$ cat src/rtl/irq_entry_pkg.sv
package irq_entry_pkg;

   localparam int MW = 32;

   // machine-state bit indices (big-endian numbering mapped to vector index)
   localparam int B_PWR    = MW - 1 - 13;
   localparam int B_ILEND  = MW - 1 - 15;
   localparam int B_EXTEN  = MW - 1 - 16;
   localparam int B_USER   = MW - 1 - 17;
   localparam int B_FPUEN  = MW - 1 - 18;
   localparam int B_MCHK   = MW - 1 - 19;
   localparam int B_FPX0   = MW - 1 - 20;
   localparam int B_STEP   = MW - 1 - 21;
   localparam int B_BTRACE = MW - 1 - 22;
   localparam int B_FPX1   = MW - 1 - 23;
   localparam int B_VPFX   = MW - 1 - 25;
   localparam int B_IXLATE = MW - 1 - 26;
   localparam int B_DXLATE = MW - 1 - 27;
   localparam int B_RECOV  = MW - 1 - 30;
   localparam int B_LEND   = MW - 1 - 31;

   typedef enum logic [1:0] {
      ST_IDLE  = 2'd0,
      ST_HALT  = 2'd1,
      ST_DRAIN = 2'd2,
      ST_ENTER = 2'd3
   } halt_st_t;

endpackage

$ cat src/rtl/irq_req_arb.sv
module irq_req_arb (
   input  logic ext_en,
   input  logic sm_req,
   input  logic ext_req,
   input  logic hp_exc,
   output logic recog,
   output logic pick_sm
);
   // fixed priority: system-management first
   assign recog   = ext_en & (sm_req | ext_req) & ~hp_exc;
   assign pick_sm = sm_req;
endmodule

$ cat src/rtl/irq_halt_fsm.sv
module irq_halt_fsm
   import irq_entry_pkg::*;
#(
   parameter bit DROP_ON_NEGATE = 1'b1
) (
   input  logic     clk,
   input  logic     rst,
   input  logic     recog,
   input  logic     pick_sm,
   input  logic     sm_req,
   input  logic     ext_req,
   input  logic     cmpl_ack,
   input  logic     stq_empty,
   input  logic     hp_exc,
   output halt_st_t state,
   output logic     sel_sm,
   output logic     load_en
);
   halt_st_t state_q, state_d;
   logic     sel_sm_q;
   logic     line_gone;

   generate
      if (DROP_ON_NEGATE) begin : g_drop
         assign line_gone = sel_sm_q ? ~sm_req : ~ext_req;
      end else begin : g_keep
         assign line_gone = 1'b0;
      end
   endgenerate

   always_comb begin
      state_d = state_q;
      unique case (state_q)
         ST_IDLE:  if (recog) state_d = ST_HALT;
         ST_HALT: begin
            if (hp_exc || line_gone) state_d = ST_IDLE;
            else if (cmpl_ack)       state_d = ST_DRAIN;
         end
         ST_DRAIN: begin
            if (hp_exc || line_gone) state_d = ST_IDLE;
            else if (stq_empty)      state_d = ST_ENTER;
         end
         ST_ENTER: state_d = ST_IDLE;
         default:  state_d = ST_IDLE;
      endcase
   end

   always_ff @(posedge clk) begin
      if (rst) begin
         state_q  <= ST_IDLE;
         sel_sm_q <= 1'b0;
      end else begin
         state_q <= state_d;
         if (state_q == ST_IDLE && recog) sel_sm_q <= pick_sm;
      end
   end

   assign state   = state_q;
   assign sel_sm  = sel_sm_q;
   assign load_en = (state_q == ST_DRAIN) && stq_empty && !hp_exc && !line_gone;
endmodule

$ cat src/rtl/irq_state_xform.sv
module irq_state_xform
   import irq_entry_pkg::*;
#(
   parameter int unsigned ADDR_W  = 32,
   parameter int unsigned SM_OFF  = 32'h1400,
   parameter int unsigned EXT_OFF = 32'h0500
) (
   input  logic [MW-1:0]     mstate_in,
   input  logic              sel_sm,
   output logic [MW-1:0]     new_mstate,
   output logic [MW-1:0]     new_stat,
   output logic [ADDR_W-1:0] vector
);
   localparam logic [ADDR_W-1:0] BASE_HI = {{(ADDR_W-20){1'b1}}, 20'h0};
   localparam logic [ADDR_W-1:0] OFF_SM  = ADDR_W'(SM_OFF);
   localparam logic [ADDR_W-1:0] OFF_EXT = ADDR_W'(EXT_OFF);

   localparam logic [MW-1:0] CLR_MASK =
      (MW'(1) << B_PWR)   | (MW'(1) << B_EXTEN)  | (MW'(1) << B_USER)   |
      (MW'(1) << B_FPUEN) | (MW'(1) << B_FPX0)   | (MW'(1) << B_FPX1)   |
      (MW'(1) << B_STEP)  | (MW'(1) << B_BTRACE) | (MW'(1) << B_IXLATE) |
      (MW'(1) << B_DXLATE)| (MW'(1) << B_RECOV)  | (MW'(1) << B_LEND);

   logic [ADDR_W-1:0] base;

   always_comb begin
      new_mstate         = mstate_in & ~CLR_MASK;
      new_mstate[B_LEND] = mstate_in[B_ILEND];
   end

   assign new_stat = {{(MW/2){1'b0}}, mstate_in[MW/2-1:0]};
   assign base     = mstate_in[B_VPFX] ? BASE_HI : '0;
   assign vector   = base | (sel_sm ? OFF_SM : OFF_EXT);
endmodule

$ cat src/rtl/irq_entry_ctrl.sv
module irq_entry_ctrl
   import irq_entry_pkg::*;
#(
   parameter int unsigned ADDR_W         = 32,
   parameter int unsigned SM_OFF         = 32'h1400,
   parameter int unsigned EXT_OFF        = 32'h0500,
   parameter bit          DROP_ON_NEGATE = 1'b1
) (
   input  logic              clk,
   input  logic              rst,
   input  logic              sm_req,
   input  logic              ext_req,
   input  logic [31:0]       mstate_in,
   input  logic [ADDR_W-1:0] next_pc,
   input  logic              cmpl_ack,
   input  logic              stq_empty,
   input  logic              hp_exc,
   output logic              blk_cmpl,
   output logic              redirect,
   output logic [ADDR_W-1:0] redirect_pc,
   output logic [ADDR_W-1:0] save_pc_q,
   output logic [31:0]       save_stat_q,
   output logic [31:0]       mstate_out
);
   generate
      if (ADDR_W < 21) begin : g_bad_aw
         $error("ADDR_W must be at least 21");
      end
      if (SM_OFF >= 32'h100000 || EXT_OFF >= 32'h100000) begin : g_bad_off
         $error("vector offsets must fit below the base");
      end
      if (SM_OFF == EXT_OFF) begin : g_same_off
         $error("vector offsets must differ");
      end
   endgenerate

   logic              recog, pick_sm, sel_sm, load_en;
   halt_st_t          st;
   logic [MW-1:0]     new_mstate, new_stat;
   logic [ADDR_W-1:0] vector;

   irq_req_arb u_arb (
      .ext_en  (mstate_in[B_EXTEN]),
      .sm_req  (sm_req),
      .ext_req (ext_req),
      .hp_exc  (hp_exc),
      .recog   (recog),
      .pick_sm (pick_sm)
   );

   irq_halt_fsm #(.DROP_ON_NEGATE(DROP_ON_NEGATE)) u_fsm (
      .clk       (clk),
      .rst       (rst),
      .recog     (recog),
      .pick_sm   (pick_sm),
      .sm_req    (sm_req),
      .ext_req   (ext_req),
      .cmpl_ack  (cmpl_ack),
      .stq_empty (stq_empty),
      .hp_exc    (hp_exc),
      .state     (st),
      .sel_sm    (sel_sm),
      .load_en   (load_en)
   );

   irq_state_xform #(.ADDR_W(ADDR_W), .SM_OFF(SM_OFF), .EXT_OFF(EXT_OFF)) u_xf (
      .mstate_in  (mstate_in),
      .sel_sm     (sel_sm),
      .new_mstate (new_mstate),
      .new_stat   (new_stat),
      .vector     (vector)
   );

   always_ff @(posedge clk) begin
      if (rst) begin
         save_pc_q   <= '0;
         save_stat_q <= '0;
         mstate_out  <= '0;
         redirect_pc <= '0;
      end else if (load_en) begin
         save_pc_q   <= next_pc;
         save_stat_q <= new_stat;
         mstate_out  <= new_mstate;
         redirect_pc <= vector;
      end
   end

   assign redirect = (st == ST_ENTER);
   assign blk_cmpl = (st == ST_DRAIN) || (st == ST_ENTER);
endmodule

$ cat config.mk
export PLATFORM = sky130hd
export DESIGN_NAME = irq_entry_ctrl
export DESIGN_NICKNAME = d
export VERILOG_FILES = /design/src/rtl/irq_entry_pkg.sv /design/src/rtl/irq_req_arb.sv /design/src/rtl/irq_halt_fsm.sv /design/src/rtl/irq_state_xform.sv /design/src/rtl/irq_entry_ctrl.sv
export SDC_FILE = /design/constraint.sdc
export NUM_CORES = 1
export LEC_CHECK = 0
export ABC_AREA = 1
export BUFFER_PORTS_ARGS = -buffer_cell sky130_fd_sc_hd__clkbuf_2
export CORE_UTILIZATION = 30
export DETAILED_ROUTE_END_ITERATION = 10
export SYNTH_ARGS = -nofsm -noshare
export SYNTH_HDL_FRONTEND = slang
export SYNTH_SLANG_ARGS = --single-unit
$ cat constraint.sdc
create_clock -name clk -period 1.28 [get_ports clk]
set_input_delay 0 -clock clk [delete_from_list [all_inputs] [get_ports clk]]
set_output_delay 0 -clock clk [all_outputs]
set_load 0.005 [all_outputs]
==> results.toml, run 1 <==
[clocking]
htree_levels = 3
cts_inserted_buffers = 9
cts_max_path_buffers = 2
clkLatencyLatePin_ns = 0.34
clk_pin_slew_ns = 0.08
cts_sinks = 69
cts_tree = "built"
clock_tree.root_cell = "clkbuf_8"

[power]
switching_share = 0.2728
power_mw = 5.034
leakage_nw = 2.190
internal_power_mw = 3.661
comb_power_share = 0.195
p_seq_frac = 0.462
clkPwrFrac = 0.344
power_density_mw_per_mm2 = 1102
switchingPower_mw = 1.373
irDropWorstVdd_mv = 0.5667

[critical_path]
crit_fanout = 38
required_ns = 1.52
arrival_ns = 1.51
r2r-end = "save_pc_q[21]"
rr_startpoint = "u_fsm.state[1]"
r2r_slack_ns = 0.01
crit_path_start = "u_fsm.state[1]"
startpoint_type = "flop"
end_kind = "flop"
crit_type = "reg2reg"
r2r_cells = 6

[die]
dieArea_sq_mm = 0.01059
die_width_um = 102.9
core_sq_mm = 0.009819
die_h_um = 102.9
ios = 201
rows = 36
start_util = 0.3110

[timing]
final_hold_viol_count = 0
maxSlewViolCount = 0
fmax_mhz = 787.9
rsz0062_at_grt = "yes"
setup_ws_ns = 0.01073
skew_ns = 0.005323
fin_crit_ns = 1.269
setup_viol = 0
period_share = 0.9916

[layout]
multiInputGateArea_sq_mm = 0.001184
regArea_sq_mm = 0.001381
n_antenna_cell = 0
fillers = 952
stdcell_count = 731
final_nets = 664
utilization = 0.4652
final_cell_area_sq_mm = 0.004568
drive_above_1_share = 0.3378
syn_to_final_growth_pct = 49.57

[placement]
placedCellCount = 648
dpl_cell_area_sq_mm = 0.003664
port_buffers = 155
gp_congestion = 0.7073
place_ws_ns = -0.06796
post-dp-hpwl_mm = 4.944

[logic_synthesis]
yosysSeqAreaShare = 0.4523
yosysTopAreaCell = "dfxtp_1"
synth_warnings = 0
syn_area_sq_mm = 0.003054
ys_types = 22
ys_ff_latch = 69
syn_inst = 391
syn_area_per_cell_sq_um = 7.811
ys_top_cells_by_area = "dfxtp_1 (45%), nor2_1 (16%), buf_4 (15%)"
synth_top_area_share = 0.4523

[routing]
ant_nets = 0
dr.pass1.iters = 4
num_vias = 3008
drt-vias-per-instance = 4.115
drt_iter0_drc = 70
postRouteWirelength_mm = 8.213
wire_per_inst_um = 11.24
drc = 0

[grt]
antenna_found_initial = 0
met1_usage = 0.1558
grt_util_met2 = 0.2779
grt-ovfl-total = 0
grt_max_degree = 50
top_usage_layer = "met2"
grt_usage = 0.1501
grt_pass1_vias = 2776
grt_pass1_wl_mm = 12.12
gr-usage-met3 = 0.03932

[job]
cap_viol_max_count = 0

[hold_path]
min_to = "u_fsm.state[0]"
hp-class = "in2reg"
min_path_cells = 5
min-delay-start = "stq_empty"

[run_status]
status = "finished, final reports clean"
==> final cells by class <==
class                   instances  area share
repair buffers                233      0.3517
inverters                       9    0.008491
clock buffers                  10     0.02794
flip-flops and latches         69      0.3024
clock inverters                 6     0.01397
well taps                     133     0.03643
multi-input cells             271      0.2591
==> power groups by stage <==
stage / logic, mW / clock network [mW] / registers, mW
3_3_place_gp: 0.758 / 0 / 2.37
2_1_floorplan: 0.569 / 0 / 2.37
6_report: 0.979 / 1.73 / 2.32
5_1_grt: 1.10 / 1.90 / 2.34
3_5_place_dp: 0.769 / 0 / 2.37
4_1_cts: 0.944 / 1.81 / 2.32
==> logic make-up after synthesis <==
logic type | synth area share
AO/OA/AOI/OAI | 0.1131
buffers and inverters | 0.2216
flip-flops | 0.4523
other | 0.001228
AND/OR/NAND/NOR | 0.2118
==> worst max-delay path, cell delays in order, from the launching register on <==
cell and delay [ns]:
dfxtp_1 0.38, nand2_4 0.07, nor3_4 0.16, nand2_4 0.12, buf_12 0.18, o21ai_0 0.17
nor2_1 0.06
==> routing by layer <==
layer  vias to the layer above  share of wire
met5                         -              0
met4                         0          0.018
met3                        12          0.070
met2                       140           0.51
met1                      1328           0.40
li1                       1528              -
==> layout by cell type, fill, tap and decap left out, types with 8 or more instances in the layout <==
master,instances
dfxtp_1,69
conb_1,44
nor2_2,10
o21ai_0,48
o21ai_1,17
clkbuf_8,9
clkbuf_2,155
dlygate4sd3_1,65
nand2_1,8
nor2_1,127
==> state kept, by name (all words and copies together), names as in the netlist <==
register / count
save_stat_q: 11
redirect_pc: 3
mstate_out: 20
save_pc_q: 32
u_fsm.sel_sm: 1
u_fsm.state: 2
==> Yosys cell counts, drive strengths merged <==
cell type  number
a21oi           3
buf            72
clkbuf         13
clkinv          1
conb            1
dfxtp          69
inv             8
nand2          11
nand3           8
nor2          137
nor3            2
o21ai          66
==> metrics by stage <==
| step | setup TNS (ns) | hold WS (ns) |
|---|---|---|
| 2_1_floorplan | -0.01083 | 0.06907 |
| 5_1_grt | -2.855 | 0.1085 |
| 6_report | 0 | 0.06860 |
| 3_3_place_gp | 0 | 0.2064 |
| 3_5_place_dp | -0.5467 | 0.2074 |
| 4_1_cts | -0.0003680 | 0.009764 |
==> how the worst max path moves through the flow <==
stage                    end  depth (start not counted)
2_1_floorplan  mstate_out[6]                         10
3_3_place_gp   save_pc_q[18]                          8
3_5_place_dp   save_pc_q[14]                          8
4_1_cts        save_pc_q[14]                          8
5_1_grt        save_pc_q[26]                          8
6_report       save_pc_q[21]                          6
==> repair_timing <==
item / in CTS / in global routing
hold endpoints to repair: 66 / 0
endpoints found under the setup margin: 40 / 66
hold buffers: 65 / 0
resized for setup: 5 / 21
pin swaps: 0 / 2
setup buffers: 0 / 1
cloned: 1 / 0
(Power assumes the default switching activity.)
==> inputs of run 2 (changes only) <==
Settings changed: ABC_CLOCK_PERIOD_IN_PS set to 1280, SYNTH_HIERARCHICAL set to 1.
==> run 2 against run 1 <==
Net effect:
- the run now ends with setup timing left
- global-route usage is 1.0 points lower
- first-iteration DRC count grew to 2.5 times the previous value
- sequential power is 76% higher
- sequential share of layout area is 0.38 points higher
- clock skew is 0.00080 ns higher
- critical path type unchanged
==> results.toml, run 2 <==
[clocking]
htree_levels = 4
clk_pin_slew_ns = 0.06
clock_tree.root_cell = "clkbuf_16"
cts_inserted_buffers = 17
cts_max_path_buffers = 2
cts_tree = "built"
clkLatencyLatePin_ns = 0.40
cts_sinks = 131

[run_status]
violations = "setup timing"
status = "finished with violations"

[power]
comb_power_share = 0.064
power_mw = 9.925
irDropWorstVdd_mv = 0.8208
internal_power_mw = 7.816
switchingPower_mw = 2.109
leakage_nw = 4.337
p_seq_frac = 0.412
clkPwrFrac = 0.524
switching_share = 0.2125
power_density_mw_per_mm2 = 1158

[grt]
grt_pass1_wl_mm = 24.05
grt_usage = 0.1400
grt-ovfl-total = 0
grt_max_degree = 59
antenna_found_initial = 0
grt_pass1_vias = 5125

[logic_synthesis]
synth-edff-count = 0
synth_ff_type = "dfxtp_1"
yosysSeqAreaShare = 0.4256
syn_area_sq_mm = 0.006162
syn_area_per_cell_sq_um = 6.480
ys_ff_latch = 131
syn_inst = 951
synth_warnings = 6
synth_top_area_share = 0.4256
async_flop_share = 0
yosysTopAreaCell = "dfxtp_1"
ys_top_cells_by_count = "nor2_1 (265), nand2_1 (264), inv_1 (140)"
yosysMostFrequentCell = "nor2_1"
ys_top_cells_by_area = "dfxtp_1 (43%), nor2_1 (16%), nand2_1 (16%)"
ys_types = 14

[routing]
wire_per_inst_um = 9.826
ant_nets = 0
drc = 0
num_vias = 5481
postRouteWirelength_mm = 14.38
drt-vias-per-instance = 3.746
dr.pass1.iters = 4
drt_iter0_drc = 177

[placement]
dpl_cell_area_sq_mm = 0.007027
post-dp-hpwl_mm = 9.110
port_buffers = 199
placedCellCount = 1350
gp_congestion = 0.7387

[layout]
stdcell_count = 1463
final_cell_area_sq_mm = 0.008573
final_nets = 1252
n_antenna_cell = 0
drive_above_1_share = 0.2456
utilization = 0.4251
syn_to_final_growth_pct = 39.13
layout_common_cells = "nor2_1 (264), nand2_1 (250), clkbuf_2 (199)"
final_common_cell = "nor2_1"

[critical_path]
rr_startpoint = "u_fsm/sel_sm"
crit_family = "simple AND/OR/NAND/NOR gates"
arrival_ns = 1.71
cpPeakStageDelay_ns = 0.34
r2r-end = "redirect_pc[11]"
crit_path_frequent_cell = "buf_6"
crit_buf_inv = 3
crit_type = "reg2reg"
r2r_cells = 10
r2r_slack_ns = -0.13
crit_fanout = 6
cp_slowest_cell = "dfxtp_2"
end_kind = "flop"
required_ns = 1.58
worstPathCellList = "nand2_1 > nand2_2 > nand3_2 > nor2_4 > buf_6 > buf_6 > buf_6 > nand2_2 > nand2_1 > nor2_1"
startpoint_type = "flop"

[hold_path]
hp-class = "in2reg"
min_path_cells = 5
min-delay-start = "mstate_in[6]"
min_to = "redirect_pc[24]"

[die]
dieArea_sq_mm = 0.02112
rows = 52
core_sq_mm = 0.02017
ios = 201
die_width_um = 145.3
start_util = 0.3055
die_h_um = 145.3

[timing]
finalSetupTns_ns = -10.20
skew_ns = 0.006120
rsz0062_at_grt = "yes"
maxSlewViolCount = 0
setup_viol = 128
fmax_mhz = 710.2
period_share = 1.100
fin_crit_ns = 1.408
setup_ws_ns = -0.1280
final_hold_viol_count = 0

[job]
cap_viol_max_count = 0
run 2: changes by cell type in the layout (fill, tap and decap cells not counted), sizes merged, moves of 4 or more:
| cell | previous run | this run |
|---|---|---|
| clkbuf | 165 | 222 |
| dfxtp | 69 | 131 |
| inv | 8 | 140 |
| buf | 13 | 39 |
| nor2 | 137 | 266 |
| nand2 | 11 | 265 |
| o21ai | 66 | 2 |
| nand3 | 8 | 4 |
run 2: through the flow:
| stage | setup WS (ns) | hold WS (ns) |
|---|---|---|
| global placement | -0.1069 | 0.2541 |
| detailed placement | -0.1319 | 0.2640 |
| floorplan | 0.009498 | 0.06907 |
| CTS | -0.1264 | 0.03983 |
| finish | -0.1280 | 0.06659 |
| global route | -0.2181 | 0.08706 |
run 2: how the worst max path moves through the flow:
stage	start	to	slack, ns	cells after the start
4_1_cts	u_fsm/sel_sm	save_pc_q[6]	-0.13	10
2_1_floorplan	u_fsm/sel_sm	mstate_out[10]	0.009	9
3_3_place_gp	u_fsm/state[1]	save_stat_q[28]	-0.11	9
3_5_place_dp	u_fsm/state[1]	save_stat_q[16]	-0.13	9
5_1_grt	u_fsm/sel_sm	mstate_out[8]	-0.22	9
6_report	u_fsm/sel_sm	redirect_pc[11]	-0.13	10
run 2: timing repair:
item	in CTS	in global routing
resized for setup	25	13
endpoints found under the hold margin	70	0
pin swaps	14	8
setup buffers	9	3
hold buffers	67	0
gates cloned	2	2
endpoints found under the setup margin	126	130
run 2: kinds of logic after synthesis:
logic type	after synthesis	synth area share
other	2	0.001219
AO/OA/AOI/OAI	3	0.002436
AND/OR/NAND/NOR	536	0.3285
flip-flops	131	0.4256
buffers and inverters	279	0.2422
run 2: tightest hold or removal path, cell delays in order:
cell and delay, ns:
clkbuf_2 0.21, inv_1 0.09, nand2_1 0.05, nand2_1 0.05
nor2_1 0.03
run 2: layer usage:
layer / global-route usage / vias up / routed length (um)
met5: 0 / - / 0
met4: 0.04579 / 0 / 215
met3: 0.04748 / 19 / 799
met2: 0.2370 / 124 / 6700
met1: 0.1657 / 2324 / 6660
li1: - / 3014 / -
run 2: power groups by stage:
stage	Combinational (mW)	Sequential, mW	Clock (mW)
floorplan	0.479	4.18	0
global placement	0.441	4.18	0
detailed placement	0.445	4.18	0
CTS	0.626	4.09	5.37
global route	0.723	4.09	5.55
finish	0.630	4.09	5.20
run 2: layout make-up:
class	count	area, sq um
flip-flops and latches	131	2625
inverters	140	528.0
well taps	270	337.8
clock buffers	21	470.5
multi-input cells	584	2261
fillers	2115	11600
clock inverters	10	155.1
repair buffers	307	2196
